**src/rtl/dref_pkg.sv**
```systemverilog
package dref_pkg;
  typedef enum logic [2:0] {
    ST_IDLE,
    ST_CAS,
    ST_RAS,
    ST_PRE,
    ST_SELF
  } seq_state_e;

  localparam int unsigned CAS_LEAD = 2;
endpackage

```
**src/rtl/dref_interval_ctr.sv**
```systemverilog
module dref_interval_ctr #(
  parameter int unsigned NB = 4,
  parameter int unsigned IW = 8
) (
  input  logic          clk_i,
  input  logic          rst_ni,
  input  logic [NB-1:0] bank_en_i,
  input  logic [IW-1:0] intv_i,
  output logic          tick_o
);
  localparam int unsigned CW = IW + 2;

  logic [CW-1:0] cnt_q;
  logic [CW-1:0] thr;
  logic          run;

  assign run    = (|bank_en_i) && (|intv_i);
  assign thr    = {intv_i, 2'b00};
  // >= keeps the count bounded when the interval shrinks mid-count
  assign tick_o = run && (cnt_q >= thr - CW'(1));

  always_ff @(posedge clk_i or negedge rst_ni) begin
    if (!rst_ni)     cnt_q <= '0;
    else if (!run)   cnt_q <= cnt_q;
    else if (tick_o) cnt_q <= '0;
    else             cnt_q <= cnt_q + CW'(1);
  end

  a_r1_idle_hold: assert property (@(posedge clk_i) disable iff (!rst_ni)
    !run |=> $stable(cnt_q));
  a_r2_wrap_zero: assert property (@(posedge clk_i) disable iff (!rst_ni)
    tick_o |=> cnt_q == '0);
endmodule

```
**src/rtl/dref_pending.sv**
```systemverilog
module dref_pending (
  input  logic clk_i,
  input  logic rst_ni,
  input  logic soft_rst_i,
  input  logic tick_i,
  input  logic force_i,
  input  logic take_i,
  output logic pend_o
);
  always_ff @(posedge clk_i or negedge rst_ni) begin
    if (!rst_ni)                pend_o <= 1'b0;
    else if (soft_rst_i)        pend_o <= 1'b0;
    else if (tick_i || force_i) pend_o <= 1'b1;  // set wins over take
    else if (take_i)            pend_o <= 1'b0;
  end

  a_r10_keep_request: assert property (@(posedge clk_i) disable iff (!rst_ni)
    ((tick_i || force_i) && !soft_rst_i) |=> pend_o);
endmodule

```
**src/rtl/dref_wave_fsm.sv**
```systemverilog
module dref_wave_fsm
  import dref_pkg::*;
#(
  parameter int unsigned NB = 4,
  parameter int unsigned RW = 4,
  parameter int unsigned PW = 4
) (
  input  logic          clk_i,
  input  logic          rst_ni,
  input  logic          soft_rst_i,
  input  logic          pend_i,
  input  logic          txn_busy_i,
  input  logic          sleep_req_i,
  input  logic [NB-1:0] bank_en_i,
  input  logic [RW-1:0] ras_len_i,
  input  logic [PW-1:0] pre_len_i,
  output logic          take_o,
  output logic [NB-1:0] cas_n_o,
  output logic [NB-1:0] ras_n_o,
  output logic          busy_o,
  output logic          hold_o,
  output logic          self_o
);
  localparam int unsigned SW = ((RW > PW) ? RW : PW) + 1;

  seq_state_e    st_q, st_d;
  logic [SW-1:0] step_q, step_d;
  logic [NB-1:0] mask_q, mask_d;
  logic [RW-1:0] rl_q, rl_d;
  logic [PW-1:0] pl_q, pl_d;
  logic          sleep_q, sleep_d;
  logic [NB-1:0] cas_n_d, ras_n_d;
  logic [SW-1:0] rl_ext, pl_ext;

  assign rl_ext = {{(SW-RW){1'b0}}, rl_q};
  assign pl_ext = {{(SW-PW){1'b0}}, pl_q};

  always_comb begin
    st_d    = st_q;
    step_d  = step_q + SW'(1);
    mask_d  = mask_q;
    rl_d    = rl_q;
    pl_d    = pl_q;
    sleep_d = sleep_q;
    take_o  = 1'b0;
    unique case (st_q)
      ST_IDLE: begin
        step_d = '0;
        if (!txn_busy_i && (sleep_req_i || pend_i)) begin
          st_d    = ST_CAS;
          mask_d  = bank_en_i;
          rl_d    = ras_len_i;
          pl_d    = pre_len_i;
          sleep_d = sleep_req_i;
          take_o  = 1'b1;
        end
      end
      ST_CAS: if (step_q == SW'(CAS_LEAD - 1)) begin
        st_d   = ST_RAS;
        step_d = '0;
      end
      ST_RAS: if (step_q == rl_ext) begin
        step_d = '0;
        if (sleep_q)       st_d = ST_SELF;
        else if (pl_q == '0) st_d = ST_IDLE;
        else               st_d = ST_PRE;
      end
      ST_PRE: if (step_q == pl_ext - SW'(1)) begin
        st_d   = ST_IDLE;
        step_d = '0;
      end
      ST_SELF: step_d = '0;
      default: begin
        st_d   = ST_IDLE;
        step_d = '0;
      end
    endcase
    // self-refresh is left only through hardware reset
    if (soft_rst_i && st_q != ST_SELF) begin
      st_d    = ST_IDLE;
      step_d  = '0;
      sleep_d = 1'b0;
      take_o  = 1'b0;
    end
  end

  always_comb begin
    cas_n_d = (st_d == ST_CAS || st_d == ST_RAS || st_d == ST_SELF) ? '0 : '1;
    ras_n_d = (st_d == ST_RAS || st_d == ST_SELF) ? ~mask_d : '1;
  end

  always_ff @(posedge clk_i or negedge rst_ni) begin
    if (!rst_ni) begin
      st_q    <= ST_IDLE;
      step_q  <= '0;
      mask_q  <= '0;
      rl_q    <= '0;
      pl_q    <= '0;
      sleep_q <= 1'b0;
      cas_n_o <= '1;
      ras_n_o <= '1;
      busy_o  <= 1'b0;
      hold_o  <= 1'b0;
      self_o  <= 1'b0;
    end else begin
      st_q    <= st_d;
      step_q  <= step_d;
      mask_q  <= mask_d;
      rl_q    <= rl_d;
      pl_q    <= pl_d;
      sleep_q <= sleep_d;
      cas_n_o <= cas_n_d;
      ras_n_o <= ras_n_d;
      busy_o  <= (st_d != ST_IDLE);
      hold_o  <= (st_d == ST_PRE);
      self_o  <= (st_d == ST_SELF);
    end
  end

  a_r4_cas_before_ras: assert property (@(posedge clk_i) disable iff (!rst_ni)
    (ras_n_o != '1) |-> (cas_n_o == '0));
  a_r4_ras_enabled_only: assert property (@(posedge clk_i) disable iff (!rst_ni)
    (~ras_n_o & ~mask_q) == '0);
  a_r4_two_clk_lead: assert property (@(posedge clk_i) disable iff (!rst_ni || soft_rst_i)
    $fell(cas_n_o[0]) |=> (ras_n_o == '1) ##1 (ras_n_o == ~mask_q));
  a_r5_release_together: assert property (@(posedge clk_i) disable iff (!rst_ni)
    $rose(cas_n_o[0]) |-> (ras_n_o == '1));
  a_r6_hold_quiet: assert property (@(posedge clk_i) disable iff (!rst_ni)
    hold_o |-> (cas_n_o == '1 && ras_n_o == '1 && busy_o));
  a_r9_self_sticky: assert property (@(posedge clk_i) disable iff (!rst_ni)
    self_o |=> (self_o && cas_n_o == '0));
endmodule

```
**src/rtl/dram_refresh_seq.sv**
```systemverilog
module dram_refresh_seq #(
  parameter int unsigned NB = 4,
  parameter int unsigned IW = 8,
  parameter int unsigned RW = 4,
  parameter int unsigned PW = 4,
  localparam int unsigned BW = (NB > 1) ? $clog2(NB) : 1
) (
  input  logic          clk_i,
  input  logic          rst_ni,
  input  logic          soft_rst_i,
  input  logic [NB-1:0] bank_en_i,
  input  logic [IW-1:0] intv_i,
  input  logic [RW-1:0] ras_len_i,
  input  logic [PW-1:0] pre_len_i,
  input  logic          txn_busy_i,
  input  logic          acc_req_i,
  input  logic [BW-1:0] acc_bank_i,
  input  logic          sleep_req_i,
  output logic          ref_due_o,
  output logic          busy_o,
  output logic          hold_o,
  output logic          self_ref_o,
  output logic [NB-1:0] cas_n_o,
  output logic [NB-1:0] ras_n_o
);
  logic tick, force_ref, take;

  assign force_ref = acc_req_i && !bank_en_i[acc_bank_i];

  dref_interval_ctr #(.NB(NB), .IW(IW)) u_ctr (
    .clk_i    (clk_i),
    .rst_ni   (rst_ni),
    .bank_en_i(bank_en_i),
    .intv_i   (intv_i),
    .tick_o   (tick)
  );

  dref_pending u_pend (
    .clk_i     (clk_i),
    .rst_ni    (rst_ni),
    .soft_rst_i(soft_rst_i),
    .tick_i    (tick),
    .force_i   (force_ref),
    .take_i    (take),
    .pend_o    (ref_due_o)
  );

  dref_wave_fsm #(.NB(NB), .RW(RW), .PW(PW)) u_fsm (
    .clk_i      (clk_i),
    .rst_ni     (rst_ni),
    .soft_rst_i (soft_rst_i),
    .pend_i     (ref_due_o),
    .txn_busy_i (txn_busy_i),
    .sleep_req_i(sleep_req_i),
    .bank_en_i  (bank_en_i),
    .ras_len_i  (ras_len_i),
    .pre_len_i  (pre_len_i),
    .take_o     (take),
    .cas_n_o    (cas_n_o),
    .ras_n_o    (ras_n_o),
    .busy_o     (busy_o),
    .hold_o     (hold_o),
    .self_o     (self_ref_o)
  );

  a_r3_wait_for_idle_bus: assert property (@(posedge clk_i) disable iff (!rst_ni)
    $rose(busy_o) |-> !$past(txn_busy_i));
  a_r8_enabled_access_quiet: assert property (@(posedge clk_i) disable iff (!rst_ni)
    (!ref_due_o && !tick && acc_req_i && bank_en_i[acc_bank_i]) |=> !ref_due_o);
endmodule

```
**config.mk**
```make
export PLATFORM = sky130hd
export DESIGN_NAME = dram_refresh_seq
export DESIGN_NICKNAME = d
export VERILOG_FILES = /design/src/rtl/dref_pkg.sv /design/src/rtl/dref_interval_ctr.sv /design/src/rtl/dref_pending.sv /design/src/rtl/dref_wave_fsm.sv /design/src/rtl/dram_refresh_seq.sv
export SDC_FILE = /design/constraint.sdc
export NUM_CORES = 1
export LEC_CHECK = 0
export BUFFER_PORTS_ARGS = -buffer_cell sky130_fd_sc_hd__buf_2
export CAP_MARGIN = 20
export CORE_MARGIN = 5
export CORE_UTILIZATION = 45
export CTS_CLUSTER_DIAMETER = 120
export DETAILED_ROUTE_END_ITERATION = 16
export PLACE_DENSITY = 0.71
export SLEW_MARGIN = 20
export SYNTH_ARGS = -nofsm -noshare
export SYNTH_HDL_FRONTEND = slang
export SYNTH_HIERARCHICAL = 1
export SYNTH_SLANG_ARGS = --single-unit
```
**constraint.sdc**
```tcl
create_clock -name clk_i -period 6.6 [get_ports clk_i]
set_clock_uncertainty 0.2 [all_clocks]
set_input_delay 0.33 -clock clk_i [delete_from_list [all_inputs] [get_ports clk_i]]
set_output_delay 0.33 -clock clk_i [all_outputs]
set_load 0.05 [all_outputs]
```
# Word-level counts from Yosys, hierarchy flattened
# Index checks and enable logic that the tools add are counted.
dict set report op_classes {
  add_sub_neg 4
  n_mul 0
  div_mod_pow 0
  n_lt_le_gt_ge 2
  n_eq_ne 12
  shift 0
  mux 29
  bitwise 1
  reduce_logical 22
}
# operator count
set ops {}
lappend ops {{$mux W5} 4}
lappend ops {{$mux W3} 6}
lappend ops {{$mux W4} 4}
lappend ops {{$pmux W3 S5} 1}
lappend ops {{$pmux W5 S3} 1}
lappend ops {{$eq A3 B2 Y1 const B} 4}
lappend ops {{$add A10 B1 Y10 const B} 1}
lappend ops {{$ge A10 B10 Y1} 1}
lappend ops {{$mux W1} 10}
lappend ops {{$mux W10} 1}
lappend ops {{$sub A10 B1 Y10 const B} 1}
lappend ops {{$reduce_or A8 Y1} 1}
lappend ops {{$eq A3 B1 Y1 const B} 2}
lappend ops {{$eq A3 B3 Y1 const B} 2}
lappend ops {{$reduce_bool A3 Y1} 2}
lappend ops {{$add A5 B1 Y5 const B} 1}
lappend ops {{$eq A5 B1 Y1 const B} 1}
lappend ops {{$eq A5 B4 Y1} 1}
lappend ops {{$eq A5 B5 Y1} 1}
lappend ops {{$logic_and A1 B1 Y1} 5}
lappend ops {{$logic_or A1 B1 Y1} 5}
lappend ops {{$sub A4 B1 Y5 const B} 1}
lappend ops {{$logic_not A4 Y1} 1}
lappend ops {{$not A4 Y4} 1}
lappend ops {{9 further kinds} 12}
dict set report totals {
  reg_bits 43
  latch_bits 0
  ram_bits 0
  rom_bits 0
  out_inout_bits 12
  memories 0
}

# Logic depth before layout (Yosys ltp)
dict set report logic_depth {
  word_depth 10
  mapped_depth 11
  mapped_depth_nobuf 11
}

# Hierarchy
# Netlist, hierarchy kept.
# mod instances cells_per_inst area_per_inst_um2 seq_area_each_um2
set by_module_without_submodules {}
lappend by_module_without_submodules {dref_wave_fsm 1 129 1481.4 732.0}
lappend by_module_without_submodules {dref_interval_ctr 1 98 902.1 250.2}
lappend by_module_without_submodules {dref_pending 1 4 40.0 25.0}
lappend by_module_without_submodules {dram_refresh_seq 1 2 28.8 0.0}

# Worst setup path after synthesis
# No wires, ideal clock.
dict set report synth_timing {
  kind {input to register}
  startpoint {input port intv_i[2]}
  endpoint {register u_ctr.cnt_q[3]}
  t_arrival_ns 2.077
  slack_ns 4.222
  path_stages 9
  cell_sequence {nor3_1 > nor3b_1 > xnor2_1 > ha_1 > a21oi_1 > o21ai_1 > a21oi_4 > nand2b_4 > o311ai_2}
}
dict set report synth_between {
  elab_chain_len 4
  word_cells_on_any_way 6
}
# item line
set synth_rtl {}
lappend synth_rtl {{start, declared} dram_refresh_seq.sv:12} ;# input logic [IW-1:0] intv_i,
lappend synth_rtl {{$sub A10 B1 Y10 / $reduce_or A8 Y1 (equally long branches)} {dref_interval_ctr.sv:20, dref_interval_ctr.sv:17}}
lappend synth_rtl {{$ge A10 B10 Y1 / $logic_and A1 B1 Y1 (equally long branches)} {dref_interval_ctr.sv:20, dref_interval_ctr.sv:17}}
lappend synth_rtl {{$logic_and A1 B1 Y1} dref_interval_ctr.sv:20} ;# assign tick_o = run && (cnt_q >= thr - CW'(1));
lappend synth_rtl {{$mux W10} dref_interval_ctr.sv:25} ;# else if (tick_o) cnt_q <= '0;
lappend synth_rtl {{end signal, assigned} dref_interval_ctr.sv:24} ;# else if (!run) cnt_q <= cnt_q;
lappend synth_rtl {{end signal, assigned} dref_interval_ctr.sv:26} ;# else cnt_q <= cnt_q + CW'(1);
lappend synth_rtl {{end, declared} dref_interval_ctr.sv:13} ;# logic [CW-1:0] cnt_q;
# Parallel ways exist; a longest one is shown, timed or not.
# A chain may end at the register's enable or synchronous reset.

# Final worst setup path
dict set report layout_timing {
  startpoint {input port intv_i[2]}
  endpoint {register u_ctr.cnt_q[6]}
}
# The elaborated chain is that of the path after synthesis.

==> metrics.txt <==
# TYPE chip_impl_metric gauge
chip_impl_metric{name="start_util",unit="%"} 47.1
chip_impl_metric{name="synth_cells",unit=""} 233
chip_impl_metric{name="clk_path_buf_depth",unit=""} 2
chip_impl_metric{name="power_per_cell_area",unit="nW/um^2"} 301
chip_impl_metric{name="post_synth_instance_area",unit="um^2"} 2450
chip_impl_info{name="crit_path_cell_trace",value="buf_2, nor3_1, nor3b_1, xnor2_1, ha_1, a21oi_1, o21ai_1, a21oi_4, nand2b_4, o311ai_2"} 1
chip_impl_metric{name="groute.usage.overall",unit="%"} 14.9
chip_impl_metric{name="core_area",unit="um^2"} 5200
chip_impl_metric{name="detailed_route_iter0_violations",unit=""} 89
chip_impl_metric{name="drt_drc_violations_left",unit=""} 0
chip_impl_info{name="netlist_top_cells_area",value="sky130_fd_sc_hd__dfrtp_1 (36%), sky130_fd_sc_hd__ha_1 (7.7%), sky130_fd_sc_hd__dfstp_2 (5.4%), sky130_fd_sc_hd__o311ai_2 (4.6%), sky130_fd_sc_hd__mux2_2 (4.6%)"} 1
chip_impl_metric{name="synth_seq_cells",unit=""} 40
chip_impl_info{name="ys_dominant_reg_cell",value="sky130_fd_sc_hd__dfrtp_1"} 1
chip_impl_metric{name="synth-seq-area-share",unit="%"} 41.1
chip_impl_metric{name="cap_violations",unit=""} 0
chip_impl_metric{name="cts_hold_buf",unit=""} 1
chip_impl_metric{name="place.port_buffers",unit=""} 39
chip_impl_metric{name="die-area",unit="um^2"} 7030
chip_impl_metric{name="cts_repair_resizes",unit=""} 0
chip_impl_info{name="grt_setup_unrepaired",value="no"} 1
chip_impl_metric{name="max_slew.worst_pin.slew",unit="ns"} 0.870
chip_impl_metric{name="dr.pass1.iters",unit=""} 4
chip_impl_metric{name="grt_pass1_wl",unit="mm"} 8.54
chip_impl_metric{name="post_drt_via_cell_ratio",unit=""} 5.37
chip_impl_metric{name="die_width",unit="um"} 83.8
chip_impl_metric{name="n_fill_cell",unit=""} 470
chip_impl_metric{name="grt_remaining_overflow",unit=""} 0
chip_impl_metric{name="critical_path_arrival",unit="ns"} 2.45
chip_impl_metric{name="number_of_diodes",unit=""} 0
chip_impl_info{name="worst_min_delay_path_category",value="in2reg"} 1
chip_impl_metric{name="syn-mean-instance-area",unit="um^2"} 10.5
chip_impl_metric{name="die_y",unit="um"} 83.8
chip_impl_metric{name="share_of_final_layout_standard_cells_stronger_than_drive_strength_1",unit="%"} 31.3
chip_impl_info{name="critical_path.endpoint_type",value="flop"} 1
chip_impl_metric{name="clk_transition_reported_paths",unit="ns"} 0.08
chip_impl_info{name="synth_largest_area_cell",value="sky130_fd_sc_hd__dfrtp_1"} 1
chip_impl_metric{name="gpl.final_weighted_congestion",unit=""} 0.869
chip_impl_metric{name="power.ir.vdd_worst",unit="V"} 0.000141
chip_impl_metric{name="count_of_pins_on_the_block_boundary",unit=""} 40
chip_impl_metric{name="yosysTopAreaCellShare",unit="%"} 35.7
chip_impl_info{name="cts_tree",value="done"} 1
chip_impl_metric{name="required",unit="ns"} 6.59
chip_impl_metric{name="setup-violations-final",unit=""} 0
chip_impl_metric{name="dpl.cell_count",unit=""} 333
chip_impl_metric{name="final_net_count",unit=""} 314
chip_impl_metric{name="numCtsBuffers",unit=""} 5
chip_impl_metric{name="route.detailed.wl_per_inst",unit="um"} 14.6
chip_impl_metric{name="first_global_vias",unit=""} 1820
chip_impl_info{name="worstSetupStartpointType",value="primary input"} 1
chip_impl_metric{name="grt_antenna_before_repair",unit=""} 0
chip_impl_metric{name="detailroute.via_count",unit=""} 1836
chip_impl_metric{name="timing.max_slew.rel_slack",unit="%"} 42.0
chip_impl_metric{name="detailed_place_hpwl",unit="mm"} 3.76
chip_impl_metric{name="postSynth.asyncResetShare",unit="%"} 100
chip_impl_metric{name="grt_max_degree",unit=""} 41
chip_impl_info{name="synth.most_common_cell",value="sky130_fd_sc_hd__dfrtp_1"} 1
chip_impl_metric{name="final_cells",unit=""} 342
chip_impl_info{name="synth.top_cells.by_count",value="sky130_fd_sc_hd__dfrtp_1 (35), sky130_fd_sc_hd__nand2_1 (19), sky130_fd_sc_hd__nor2_1 (18), sky130_fd_sc_hd__ha_1 (15), sky130_fd_sc_hd__nand3_1 (15)"} 1
chip_impl_metric{name="finalHoldViolCount",unit=""} 0
chip_impl_info{name="crit_path_top_delay_cell",value="sky130_fd_sc_hd__a21oi_4"} 1
chip_impl_metric{name="final.min_clock_period",unit="ns"} 2.45
chip_impl_metric{name="core.rowCount",unit=""} 26
chip_impl_info{name="status",value="finished, final reports clean"} 1
chip_impl_metric{name="number_of_flops_mapped_to_enable_cells_by_yosys",unit=""} 0
chip_impl_metric{name="timing.final.max_slew_violations",unit=""} 0
chip_impl_metric{name="cts-htree-levels",unit=""} 2
chip_impl_metric{name="max_clock_freq",unit="MHz"} 408
chip_impl_metric{name="cts.sink_count",unit=""} 40
chip_impl_info{name="worst-setup-path-type",value="in2reg"} 1
chip_impl_metric{name="postRouteAntennaNets",unit=""} 0
chip_impl_metric{name="power.leakage",unit="nW"} 1.19
chip_impl_metric{name="area_growth_syn_to_layout",unit="%"} 13.9
chip_impl_metric{name="postSynthNetCount",unit=""} 276
chip_impl_metric{name="routed_wirelength",unit="mm"} 4.98
chip_impl_metric{name="finalCritPeriodShare",unit="%"} 37.2
chip_impl_metric{name="timing.critical_path.slowest_cell_delay",unit="ns"} 0.32
chip_impl_metric{name="synthDistinctLibCells",unit=""} 54
chip_impl_info{name="clock_tree.root_cell",value="sky130_fd_sc_hd__clkbuf_8"} 1
chip_impl_metric{name="critPathMaxFanout",unit=""} 10
chip_impl_metric{name="worstSkewPairLatency",unit="ns"} 0.30
chip_impl_metric{name="postCtsSetupRepairBufs",unit=""} 0
chip_impl_metric{name="synth-warning-count",unit=""} 6
chip_impl_metric{name="final.setup.tns",unit="ns"} 0
[worst max-delay path: cells and delay by family]
kind	cells	cell delay [ns]
adder cells (fa/ha/maj)	1	0.26
buffers and inverters	1	0.13
AND/OR/NAND/NOR	3	0.72
AO/OA/AOI/OAI	4	0.87
XOR/XNOR	1	0.15
[registers in the layout (all words and copies together), names as in the netlist, 3 cells and up]
signal	flops
u_ctr/cnt_q	10
u_fsm/step_q	5
u_fsm/mask_q	4
u_fsm/pl_q	4
u_fsm/ras_n_o	4
u_fsm/rl_q	4
u_fsm/st_q	3
[path summary, 6_finish.rpt]
kind                                              end  slack (ns)  cells after the start                       from
setup / recovery           u_ctr/cnt_q[6]$_DFFE_PN0P_        4.15                     10                  intv_i[2]
hold / removal              u_pend/pend_o$_DFFE_PN0P_        0.04                      2                 soft_rst_i
setup reg to reg            u_fsm/step_q[3]$_DFF_PN0_        4.28                      8  u_fsm/pl_q[0]$_DFFE_PN0P_
hold reg to reg             u_fsm/mask_q[1]$_DFF_PN0_        0.30                      1  u_fsm/mask_q[1]$_DFF_PN0_
max in group asynchronous   u_fsm/rl_q[0]$_DFFE_PN0P_        5.16                      2                     rst_ni
min in group asynchronous   u_fsm/sleep_q$_DFFE_PN0P_        0.48                      2                     rst_ni
[cell type report]
cell class | instances | area [um^2] | area share, %
flip-flops and latches | 40 | 1010 | 36.1
repair buffers | 40 | 205 | 7.35
multi-input cells | 174 | 1340 | 48.1
well taps | 70 | 87.6 | 3.14
clock inverters | 3 | 42.5 | 1.52
inverters | 10 | 37.5 | 1.34
clock buffers | 5 | 68.8 | 2.46
[power by group]
group	switching (W)	leakage, nW	internal (W)	total, W
Combinational	0.000157	0.635	0.000123	0.000280
Sequential	0.0000622	0.502	0.000298	0.000361
Clock	0.0000888	0.0541	0.000112	0.000201
Total	0.000308	1.19	0.000533	0.000841
[cells by family after synthesis]
family                   after synthesis  share of synthesized area, %
AND/OR/NAND/NOR                       84                          18.5
multiplexers                          11                          5.51
XOR/XNOR                              18                          6.73
adder cells (fa/ha/maj)               15                          7.65
buffers and inverters                 19                          4.13
AO/OA/AOI/OAI                         46                          16.4
flip-flops                            40                          41.1
[through the flow]
step / utilization, % / hold WS (ns) / power [W] / instance area [um^2] / setup slack [ns]
floorplan: - / -0.166 / 0.000574 / 2450 / 4.22
global route: 53.7 / 0.0444 / 0.000900 / 2790 / 3.94
detailed placement: 51.3 / 0.285 / 0.000645 / 2670 / 3.84
finish: 53.7 / 0.0362 / 0.000841 / 2790 / 4.15
global placement: 51.3 / 0.280 / 0.000635 / 2670 / 3.94
CTS: 53.7 / 0.0272 / 0.000849 / 2790 / 4.15
[cells in the final DEF, fill, tap and decap left out, types with 2 or more instances in the layout]
master                     Yosys  layout
sky130_fd_sc_hd__xnor2_1      10      10
sky130_fd_sc_hd__inv_1        10      10
sky130_fd_sc_hd__mux2_2       10      10
sky130_fd_sc_hd__nor3b_1       4       4
sky130_fd_sc_hd__o21ai_1       2       2
sky130_fd_sc_hd__nand3_1      15      15
sky130_fd_sc_hd__o311ai_2      7       7
sky130_fd_sc_hd__o21ai_0      12      12
sky130_fd_sc_hd__nand3b_1      3       3
sky130_fd_sc_hd__buf_2         3      39
sky130_fd_sc_hd__nand4_1       2       2
sky130_fd_sc_hd__dfrtp_1      35      35
sky130_fd_sc_hd__a21oi_1       8       8
sky130_fd_sc_hd__xor2_1        7       7
sky130_fd_sc_hd__or2_2         2       2
sky130_fd_sc_hd__nor4_1        3       3
sky130_fd_sc_hd__nand2b_1      3       3
sky130_fd_sc_hd__dfstp_2       5       5
sky130_fd_sc_hd__nand2_1      19      19
sky130_fd_sc_hd__a211oi_1      2       2
sky130_fd_sc_hd__ha_1         15      15
sky130_fd_sc_hd__nor2_1       18      18
sky130_fd_sc_hd__nor3_1        3       3
sky130_fd_sc_hd__clkbuf_8      0       5
sky130_fd_sc_hd__nor2b_1       2       2
[per-layer routing]
layer  share of wire, %  vias up  track usage, %
li1                   -      911               -
met1                 47      880            19.5
met2                 48       40            23.7
met3                4.2        5            3.75
met4               0.96        0            5.41
met5                  0        -               0
Note: power is estimated with default switching activity, not from simulation.
